<file path="config.mk">
export PLATFORM = sky130hd
export DESIGN_NAME = lsu_lane_align
export DESIGN_NICKNAME = d
export VERILOG_FILES = /design/src/rtl/lsu_pkg.sv /design/src/rtl/lsu_agen.sv /design/src/rtl/lsu_store_lane.sv /design/src/rtl/lsu_load_extract.sv /design/src/rtl/lsu_lane_align.sv
export SDC_FILE = /design/constraint.sdc
export NUM_CORES = 1
export LEC_CHECK = 0
export BUFFER_PORTS_ARGS = -buffer_cell sky130_fd_sc_hd__buf_2
export CORE_MARGIN = 4
export CORE_UTILIZATION = 39
export CTS_BUF_LIST = sky130_fd_sc_hd__clkbuf_8 sky130_fd_sc_hd__clkbuf_16
export DETAILED_ROUTE_END_ITERATION = 10
export GPL_ROUTABILITY_DRIVEN = 0
export PLACE_DENSITY_LB_ADDON = 0.08
export SYNTH_ARGS = -nofsm -noshare
export SYNTH_HDL_FRONTEND = slang
export SYNTH_HIERARCHICAL = 1
export SYNTH_SLANG_ARGS = --single-unit
export TNS_END_PERCENT = 30
</file>
<file path="constraint.sdc">
create_clock -name clk -period 1.8 [get_ports clk]
set_input_delay 0 -clock clk [delete_from_list [all_inputs] [get_ports clk]]
set_output_delay 0 -clock clk [all_outputs]
set_load 0.1 [all_outputs]
</file>
<file path="src/rtl/lsu_pkg.sv">
package lsu_pkg;
  localparam int DATA_W    = 32;
  localparam int LANES     = DATA_W / 8;
  localparam int LANE_BITS = $clog2(LANES);

  typedef enum logic [1:0] {
    SZ_BYTE = 2'b00,
    SZ_HALF = 2'b01,
    SZ_WORD = 2'b10
  } acc_size_e;

  function automatic acc_size_e size_of(input logic [2:0] f3);
    case (f3[1:0])
      2'b00:   return SZ_BYTE;
      2'b01:   return SZ_HALF;
      default: return SZ_WORD;
    endcase
  endfunction
endpackage

</file>
<file path="src/rtl/lsu_agen.sv">
module lsu_agen #(
  parameter int ADDR_W = 32,
  parameter int OFF_W  = 12
) (
  input  logic [ADDR_W-1:0] base,
  input  logic [OFF_W-1:0]  offset,
  output logic [ADDR_W-1:0] addr
);
  localparam int EXT_W = ADDR_W - OFF_W;
  logic [ADDR_W-1:0] off_ext;
  assign off_ext = {{EXT_W{offset[OFF_W-1]}}, offset};
  assign addr    = base + off_ext;
endmodule

</file>
<file path="src/rtl/lsu_store_lane.sv">
module lsu_store_lane
  import lsu_pkg::*;
(
  input  acc_size_e            size,
  input  logic                 is_store,
  input  logic [LANE_BITS-1:0] lane,
  input  logic [DATA_W-1:0]    src,
  output logic                 mis,
  output logic [LANES-1:0]     strb,
  output logic [DATA_W-1:0]    wdata
);
  localparam int HALVES = LANES / 2;

  always_comb begin
    case (size)
      SZ_BYTE: mis = 1'b0;
      SZ_HALF: mis = lane[0];
      default: mis = |lane;
    endcase
  end

  always_comb begin
    logic [LANES-1:0] raw;
    case (size)
      SZ_BYTE: raw = {{(LANES-1){1'b0}}, 1'b1} << lane;
      SZ_HALF: raw = {{(LANES-2){1'b0}}, 2'b11} << {lane[LANE_BITS-1:1], 1'b0};
      default: raw = '1;
    endcase
    strb = (is_store && !mis) ? raw : '0;
  end

  genvar g;
  generate
    for (g = 0; g < LANES; g++) begin : g_lane
      always_comb begin
        case (size)
          SZ_BYTE: wdata[8*g +: 8] = src[7:0];
          SZ_HALF: wdata[8*g +: 8] = src[8*(g%2) +: 8];
          default: wdata[8*g +: 8] = src[8*g +: 8];
        endcase
      end
    end
  endgenerate

  logic unused_h;
  assign unused_h = (HALVES == 0);
endmodule

</file>
<file path="src/rtl/lsu_load_extract.sv">
module lsu_load_extract
  import lsu_pkg::*;
(
  input  acc_size_e            size,
  input  logic                 zext,
  input  logic [LANE_BITS-1:0] lane,
  input  logic [DATA_W-1:0]    rdata,
  output logic [DATA_W-1:0]    result
);
  logic [DATA_W-1:0] shifted;
  logic [7:0]        b;
  logic [15:0]       h;

  assign shifted = rdata >> {lane[LANE_BITS-1:1], 1'b0, 3'b000} >> {lane[0], 3'b000};
  assign b = shifted[7:0];
  assign h = rdata[{lane[LANE_BITS-1:1], 4'b0000} +: 16];

  always_comb begin
    case (size)
      SZ_BYTE: result = {{(DATA_W-8){b[7] & ~zext}}, b};
      SZ_HALF: result = {{(DATA_W-16){h[15] & ~zext}}, h};
      default: result = rdata;
    endcase
  end
endmodule

</file>
<file path="src/rtl/lsu_lane_align.sv">
module lsu_lane_align
  import lsu_pkg::*;
(
  input  logic        clk,
  input  logic        rst_n,
  input  logic        req_valid,
  output logic        req_ready,
  input  logic        req_is_store,
  input  logic [2:0]  req_funct3,
  input  logic [31:0] req_base,
  input  logic [11:0] req_offset,
  input  logic [31:0] req_wdata,
  output logic        misaligned,
  output logic        mem_valid,
  input  logic        mem_ready,
  output logic [31:0] mem_addr,
  output logic        mem_we,
  output logic [3:0]  mem_strb,
  output logic [31:0] mem_wdata,
  input  logic        mem_rsp_valid,
  input  logic [31:0] mem_rdata,
  output logic        ld_valid,
  output logic [31:0] ld_data
);
  acc_size_e            req_size;
  logic                 mis_raw;
  logic                 ld_accept;
  acc_size_e            ld_size_q;
  logic                 ld_zext_q;
  logic [LANE_BITS-1:0] ld_lane_q;

  assign req_size = size_of(req_funct3);

  lsu_agen #(.ADDR_W(DATA_W), .OFF_W(12)) u_agen (
    .base(req_base), .offset(req_offset), .addr(mem_addr)
  );

  lsu_store_lane u_st (
    .size(req_size), .is_store(req_is_store),
    .lane(mem_addr[LANE_BITS-1:0]), .src(req_wdata),
    .mis(mis_raw), .strb(mem_strb), .wdata(mem_wdata)
  );

  assign misaligned = req_valid & mis_raw;
  assign mem_valid  = req_valid & ~mis_raw;
  assign mem_we     = req_is_store;
  assign req_ready  = mem_ready;
  assign ld_accept  = mem_valid & mem_ready & ~req_is_store;

  always_ff @(posedge clk or negedge rst_n) begin
    if (!rst_n) begin
      ld_size_q <= SZ_BYTE;
      ld_zext_q <= 1'b0;
      ld_lane_q <= '0;
    end else if (ld_accept) begin
      ld_size_q <= req_size;
      ld_zext_q <= req_funct3[2];
      ld_lane_q <= mem_addr[LANE_BITS-1:0];
    end
  end

  lsu_load_extract u_ld (
    .size(ld_size_q), .zext(ld_zext_q), .lane(ld_lane_q),
    .rdata(mem_rdata), .result(ld_data)
  );

  assign ld_valid = mem_rsp_valid;
endmodule

</file>
==> results of run 1 <==
==> cells in the mapped netlist, drive strengths merged (2+ instances only) <==
cell type,count,area (um2)
o21ai,32,175
o311ai,2,17.5
a21o,19,143
a311oi,3,26.3
o21a,2,15.0
nand2b,5,31.3
xor2,16,140
nand4,7,43.8
inv,9,33.8
and2,2,12.5
nor3b,2,20.0
nor2,17,73.8
o21bai,6,56.3
a211oi,3,22.5
dfrtp,5,125
a21oi,33,165
nand3,10,50.1
and3,2,12.5
a211o,2,17.5
a221o,7,70.1
nor4,2,27.5
a31oi,4,40.0
and4bb,2,28.8
xnor2,14,123
ha,31,388
mux2,27,308
nor2b,8,50.1
or2,3,18.8
nand2,73,274
clkbuf,11,42.5
mux2i,13,130
nor3,9,50.1
a22oi,8,73.8
o221ai,2,17.5
o211ai,3,27.5
buf,25,185
==> cell families after synthesis <==
logic type / count (synthesis) / share of synthesized area
AND/OR/NAND/NOR: 146 / 0.227
AO/OA/AOI/OAI: 138 / 0.305
buffers and inverters: 45 / 0.0819
multiplexers: 40 / 0.137
adder cells (fa/ha/maj): 32 / 0.128
XOR/XNOR: 30 / 0.0823
flip-flops: 5 / 0.0392
==> what timing repair did <==
action | in CTS
endpoints found under the hold margin | 5
hold buffers | 1
pin swaps | 60
buffers inserted | 18
gates cloned | 1
endpoints found under the setup margin | 33
resized for setup | 77
==> metrics by stage <==
step           worst slack, ns  std cells  hold slack [ns]  cell area [um2]  TNS [ns]
4_1_cts                 -0.358        858          0.00143             7660     -5.40
3_3_place_gp            -0.449        835           -0.185             7040     -5.65
2_1_floorplan           -0.333        436           -0.296             3950     -9.82
3_5_place_dp            -0.701        835           -0.182             7040     -8.01
==> tab_implementation.tex, run 1 <==
\begin{tabular}{lr}
\hline
Metric & Value \\
\hline
\multicolumn{2}{l}{\textbf{Yosys}} \\
\quad Synthesized netlist cell count & 436 \\
\quad Proportion of synthesized flip-flops having asynchronous set or reset & 1.00 \\
\quad Number of warnings printed during yosys synthesis & 6 \\
\quad Yosys cell types & 75 \\
\quad Average footprint of a synthesized cell & 7.33 um2 \\
\quad Flops \& latches, synth & 5 \\
\quad Most used flip-flop cell after synthesis & dfrtp\_1 \\
\quad Number of flops mapped to enable cells by yosys & 0 \\
\quad Number of nets in the synthesized netlist & 585 \\
\quad Seq/Total Area, Yosys & 0.0392 \\
\quad Cell area after technology mapping & 0.00319 mm2 \\
\multicolumn{2}{l}{\textbf{Place}} \\
\quad Port-buffer cells & 219 \\
\quad HPWL Detailed & 14400 um \\
\multicolumn{2}{l}{\textbf{Status}} \\
\quad Last stage reached & global routing (5\_1\_grt) \\
\quad Outcome & did not finish \\
\quad Log Error & [ERROR DPL-0038] Utilization greater than 100\%, impossible to legalize \\
\multicolumn{2}{l}{\textbf{Clocking}} \\
\quad Master cell of the clock root buffer & clkbuf\_8 \\
\quad Clock Sink Count & 5 \\
\quad Clock tree buffer depth & 2 \\
\quad Number of buffers created by CTS & 3 \\
\quad Number of H-tree levels & 1 \\
\multicolumn{2}{l}{\textbf{Floorplan}} \\
\quad Number of I/O pins & 222 \\
\quad Number of core rows & 32 \\
\quad Die height & 98.5 um \\
\quad Effective utilization at floorplan & 0.407 \\
\quad Chip Width & 98.5 um \\
\multicolumn{2}{l}{\textbf{STA}} \\
\quad Worst-path endpoint category & top-level output \\
\quad Last worst endpoint in the global-route repair\_timing & mem\_addr[29] \\
\multicolumn{2}{l}{\textbf{GRT}} \\
\quad Largest net degree at the start of global routing & 32 \\
\hline
\end{tabular}
==> inputs of run 2 (changes only) <==
--- a/config.mk
+++ b/config.mk
@@ -7,11 +7,10 @@
 export LEC_CHECK = 0
 export BUFFER_PORTS_ARGS = -buffer_cell sky130_fd_sc_hd__buf_2
 export CORE_MARGIN = 4
-export CORE_UTILIZATION = 39
-export CTS_BUF_LIST = sky130_fd_sc_hd__clkbuf_8 sky130_fd_sc_hd__clkbuf_16
+export CORE_UTILIZATION = 40
 export DETAILED_ROUTE_END_ITERATION = 10
 export GPL_ROUTABILITY_DRIVEN = 0
-export PLACE_DENSITY_LB_ADDON = 0.08
+export PLACE_DENSITY_LB_ADDON = 0.15
 export SYNTH_ARGS = -nofsm -noshare
 export SYNTH_HDL_FRONTEND = slang
 export SYNTH_HIERARCHICAL = 1
==> constraint.sdc (replaced) <==
create_clock -name clk -period 2.34 [get_ports clk]
set_input_delay 0 -clock clk [delete_from_list [all_inputs] [get_ports clk]]
set_output_delay 0 -clock clk [all_outputs]
set_load 0.1 [all_outputs]
==> run 2 against run 1 <==
  * The run now ends clean
  * Synthesized cell count unchanged
  * Area after synthesis did not move
==> tab_implementation.tex, run 2 <==
\begin{tabular}{lr}
\hline
Metric & Value \\
\hline
\multicolumn{2}{l}{\textbf{Floorplan}} \\
\quad Number of I/O pins & 222 (unchanged) \\
\quad Effective utilization at floorplan & 0.413 (was 0.407) \\
\quad Number of core rows & 32 (unchanged) \\
\quad Chip Width & 97.4 um (was 98.5 um) \\
\quad Die height & 97.4 um (was 98.5 um) \\
\quad Area of the die & 0.00948 mm2 \\
\quad CORE AREA & 0.00773 mm2 \\
\multicolumn{2}{l}{\textbf{GRT}} \\
\quad Grt total ovfl & 0 \\
\quad Antenna violations before repair & 1 \\
\quad Overall fraction of global-route tracks in use & 0.242 \\
\quad Number of global-route vias before repair & 4133 \\
\quad Global-route wire length before repair & 19900 um \\
\quad Largest net degree at the start of global routing & 32 \\
\multicolumn{2}{l}{\textbf{Yosys}} \\
\quad Average footprint of a synthesized cell & 7.33 um2 (unchanged) \\
\quad Most used flip-flop cell after synthesis & dfrtp\_1 (unchanged) \\
\quad Seq/Total Area, Yosys & 0.0392 (unchanged) \\
\quad Most common library cells after synthesis & 73 x nand2\_1, 33 x a21oi\_1, 31 x ha\_1, 24 x mux2\_2, 19 x a21o\_1 (unchanged) \\
\quad Most used standard cell by instance count after synthesis & nand2\_1 (unchanged) \\
\quad Synthesized netlist cell count & 436 (unchanged) \\
\quad Yosys cell types & 75 (unchanged) \\
\quad Area share of the largest cell type after synthesis & 0.121 (unchanged) \\
\quad Number of nets in the synthesized netlist & 585 (unchanged) \\
\quad Flops \& latches, synth & 5 (unchanged) \\
\quad Number of warnings printed during yosys synthesis & 6 (unchanged) \\
\quad Cell type contributing the most total cell area after synthesis & ha\_1 (unchanged) \\
\quad Number of flops mapped to enable cells by yosys & 0 (unchanged) \\
\quad Proportion of synthesized flip-flops having asynchronous set or reset & 1.00 (unchanged) \\
\quad Top cells by area in the synthesized netlist & ha\_1 12\%, nand2\_1 8.6\%, mux2\_2 8.5\% (unchanged) \\
\quad Cell area after technology mapping & 0.00319 mm2 (unchanged) \\
\multicolumn{2}{l}{\textbf{STA}} \\
\quad Period utilization & 0.959 \\
\quad Minimum period implied by the final worst setup slack & 2.24 ns \\
\quad Remaining max-slew budget at the tightest pin & 0.554 \\
\quad Transition at the pin with the smallest max-transition slack & 0.670 ns \\
\quad Worst setup skew after layout & 0 ns \\
\quad Count of endpoints failing setup in the final report & 0 \\
\quad Setup repair after global routing missed its margin & true \\
\quad Final count of hold timing violations & 0 \\
\quad Final slew viol count & 0 \\
\quad Post-route setup slack & 0.0953 ns \\
\quad TNS Setup & 0 ns \\
\quad Achievable Freq & 445 MHz \\
\multicolumn{2}{l}{\textbf{Worst setup path}} \\
\quad Critical path data required time & 2.34 ns \\
\quad Highest net fanout along the worst path & 6 \\
\quad Register-to-Register Path Depth & 2 \\
\quad Worst path top cell family by delay & compound AO/OA/AOI/OAI gates \\
\quad Max stage delay cell, worst path & ha\_1 \\
\quad Kind of critical path & input port to output pin \\
\quad Count of cell instances traversed by the critical path & 10 \\
\quad Type of origin of the critical path & input port \\
\quad Slowest Stage Delay on Critical Path & 0.41 ns \\
\quad Critical Path AT & 2.24 ns \\
\quad Sort of element at the end of the critical path & output pin \\
\quad Critical path buffer and inverter count & 2 \\
\quad Cells along the critical path & buf\_2 -> ha\_1 -> o211ai\_2 -> o21ai\_4 -> o21bai\_4 -> a22oi\_4 -> a31oi\_4 -> o311a\_1 -> or3\_1 -> buf\_6 \\
\multicolumn{2}{l}{\textbf{Clocking}} \\
\quad Number of buffers created by CTS & 3 (unchanged) \\
\quad Master cell of the clock root buffer & clkbuf\_8 (unchanged) \\
\quad TritonCTS clock tree & yes \\
\quad Clock Sink Count & 5 (unchanged) \\
\quad Clock latency on the worst-skew pair & 0.22 ns \\
\quad Number of H-tree levels & 1 (unchanged) \\
\quad Clock tree buffer depth & 2 (unchanged) \\
\multicolumn{2}{l}{\textbf{Place}} \\
\quad Minimum setup slack after placement & -0.183 ns (was -0.701 ns) \\
\quad Port-buffer cells & 219 (unchanged) \\
\quad HPWL Detailed & 10500 um (was 14400 um) \\
\multicolumn{2}{l}{\textbf{Power and ir drop}} \\
\quad Power per cell area & 1010 mW/mm2 \\
\quad Overall power of the completed layout & 5590 uW \\
\quad Worst vdd rail ir drop & 0.000514 V \\
\quad Leakage power of the design & 0.00281 uW \\
\multicolumn{2}{l}{\textbf{Status}} \\
\quad Outcome & finished, final reports clean (was did not finish) \\
\multicolumn{2}{l}{\textbf{Cells and area}} \\
\quad Final Net Count & 826 \\
\quad Sequential cell area & 125 um2 \\
\quad Most frequent standard cell in the layout excluding fill and tap cells & buf\_2 \\
\quad Post-route core utilization & 0.714 \\
\quad Number of fillers in the final layout & 617 \\
\quad Registers with the most flip-flops & ld\_lane\_q x2, ld\_size\_q x2, ld\_zext\_q x1 \\
\quad Area occupied by multi-input gates & 0.00305 mm2 \\
\quad Area delta synth->final & 72.7\% \\
\quad Share of final-layout standard cells stronger than drive strength 1 & 0.513 \\
\quad Commonest non-fill, non-tap cells in the layout & 175 x buf\_2, 73 x nand2\_1, 53 x buf\_4, 42 x buf\_12, 30 x ha\_1 \\
\multicolumn{2}{l}{\textbf{Detailed routing}} \\
\quad DRC marker count from the first detailed-route iteration & 119 \\
\quad Vias after detailed routing & 4182 \\
\quad DR WL/cell & 15.8 um \\
\quad Via density per instance & 5.37 \\
\quad Detailed Routing Iterations Pass 1 & 5 \\
\quad Antenna Nets Post-Route & 0 \\
\quad DRC violation count after routing & 0 \\
\quad Routed wire length & 12300 um \\
\multicolumn{2}{l}{\textbf{Run}} \\
\quad Max-cap check violation count & 0 \\
\multicolumn{2}{l}{\textbf{Min path}} \\
\quad Hold Path Class & input port to output pin \\
\quad Cells on Worst Hold Path & 0 \\
\hline
\end{tabular}
==> run 2: cell counts after synthesis <==
Identical to the previous run, type by type.
==> run 2: path summary, 6_finish.rpt <==
check                      slack, ns            to     startpoint
setup / recovery                 0.1  mem_addr[31]  req_offset[4]
hold / removal                0.0002      ld_valid  mem_rsp_valid
setup reg to reg                1.13  ld_size_q[1]   ld_size_q[1]
hold reg to reg                 0.60  ld_lane_q[1]   ld_lane_q[1]
max in group asynchronous       2.05     ld_zext_q          rst_n
min in group asynchronous       0.16  ld_size_q[0]          rst_n
==> run 2: per-stage QoR <==
| step | area [um2] | cells | hold WS [ns] |
|---|---|---|---|
| 3_5_place_dp | 5340 | 770 | -0.182 |
| 6_report | 5520 | 779 | 0.000188 |
| 5_1_grt | 5520 | 779 | 0.000604 |
| 2_1_floorplan | 3350 | 436 | -0.296 |
| 3_3_place_gp | 5340 | 770 | -0.185 |
| 4_1_cts | 5400 | 775 | 0.000681 |
==> run 2: kinds of logic after synthesis <==
logic type      after synthesis  share of synthesized area
buf+inv                      45                     0.0819
mux                          40                      0.137
compound gates              138                      0.305
flops                         5                     0.0392
xor+xnor                     30                     0.0823
fa+ha+maj                    32                      0.128
simple gates                146                      0.227
==> run 2: area by class of cell <==
type                            count  area share
Inverter                            9     0.00612
Antenna cell                        1    0.000454
Tap cell                          102      0.0231
Multi-Input combinational cell    386       0.552
Timing Repair Buffer              272       0.387
Clock buffer                        4     0.00816
Sequential cell                     5      0.0227
==> run 2: power breakdown <==
group	total, uW	internal [uW]	switching, uW
Clock	156	117	39.7
Combinational	5270	1360	3900
Sequential	166	112	53.9
==> run 2: what timing repair did <==
item	in CTS	in global routing
buffers inserted	0	3
hold buffers	1	0
pin swaps	0	2
resized for setup	3	19
endpoints found under the hold margin	5	0
endpoints found under the setup margin	4	9
==> run 2: worst reg2reg max path, delay by kind of cell (launching register included) <==
kind / cells / cell delay (ns)
buffers and inverters: 1 / 0.30
flip-flops: 1 / 0.50
multiplexers: 1 / 0.29
==> run 2: routing by layer <==
| metal | GRT usage | part of all wire | vias up |
|---|---|---|---|
| met3 | 0.0474 | 0.078 | 18 |
| met2 | 0.429 | 0.50 | 161 |
| met4 | 0.0426 | 0.019 | 0 |
| met1 | 0.306 | 0.41 | 1914 |
| met5 | 0 | 0 | - |
| li1 | - | - | 2089 |
Note: power is estimated with default switching activity, not from simulation.
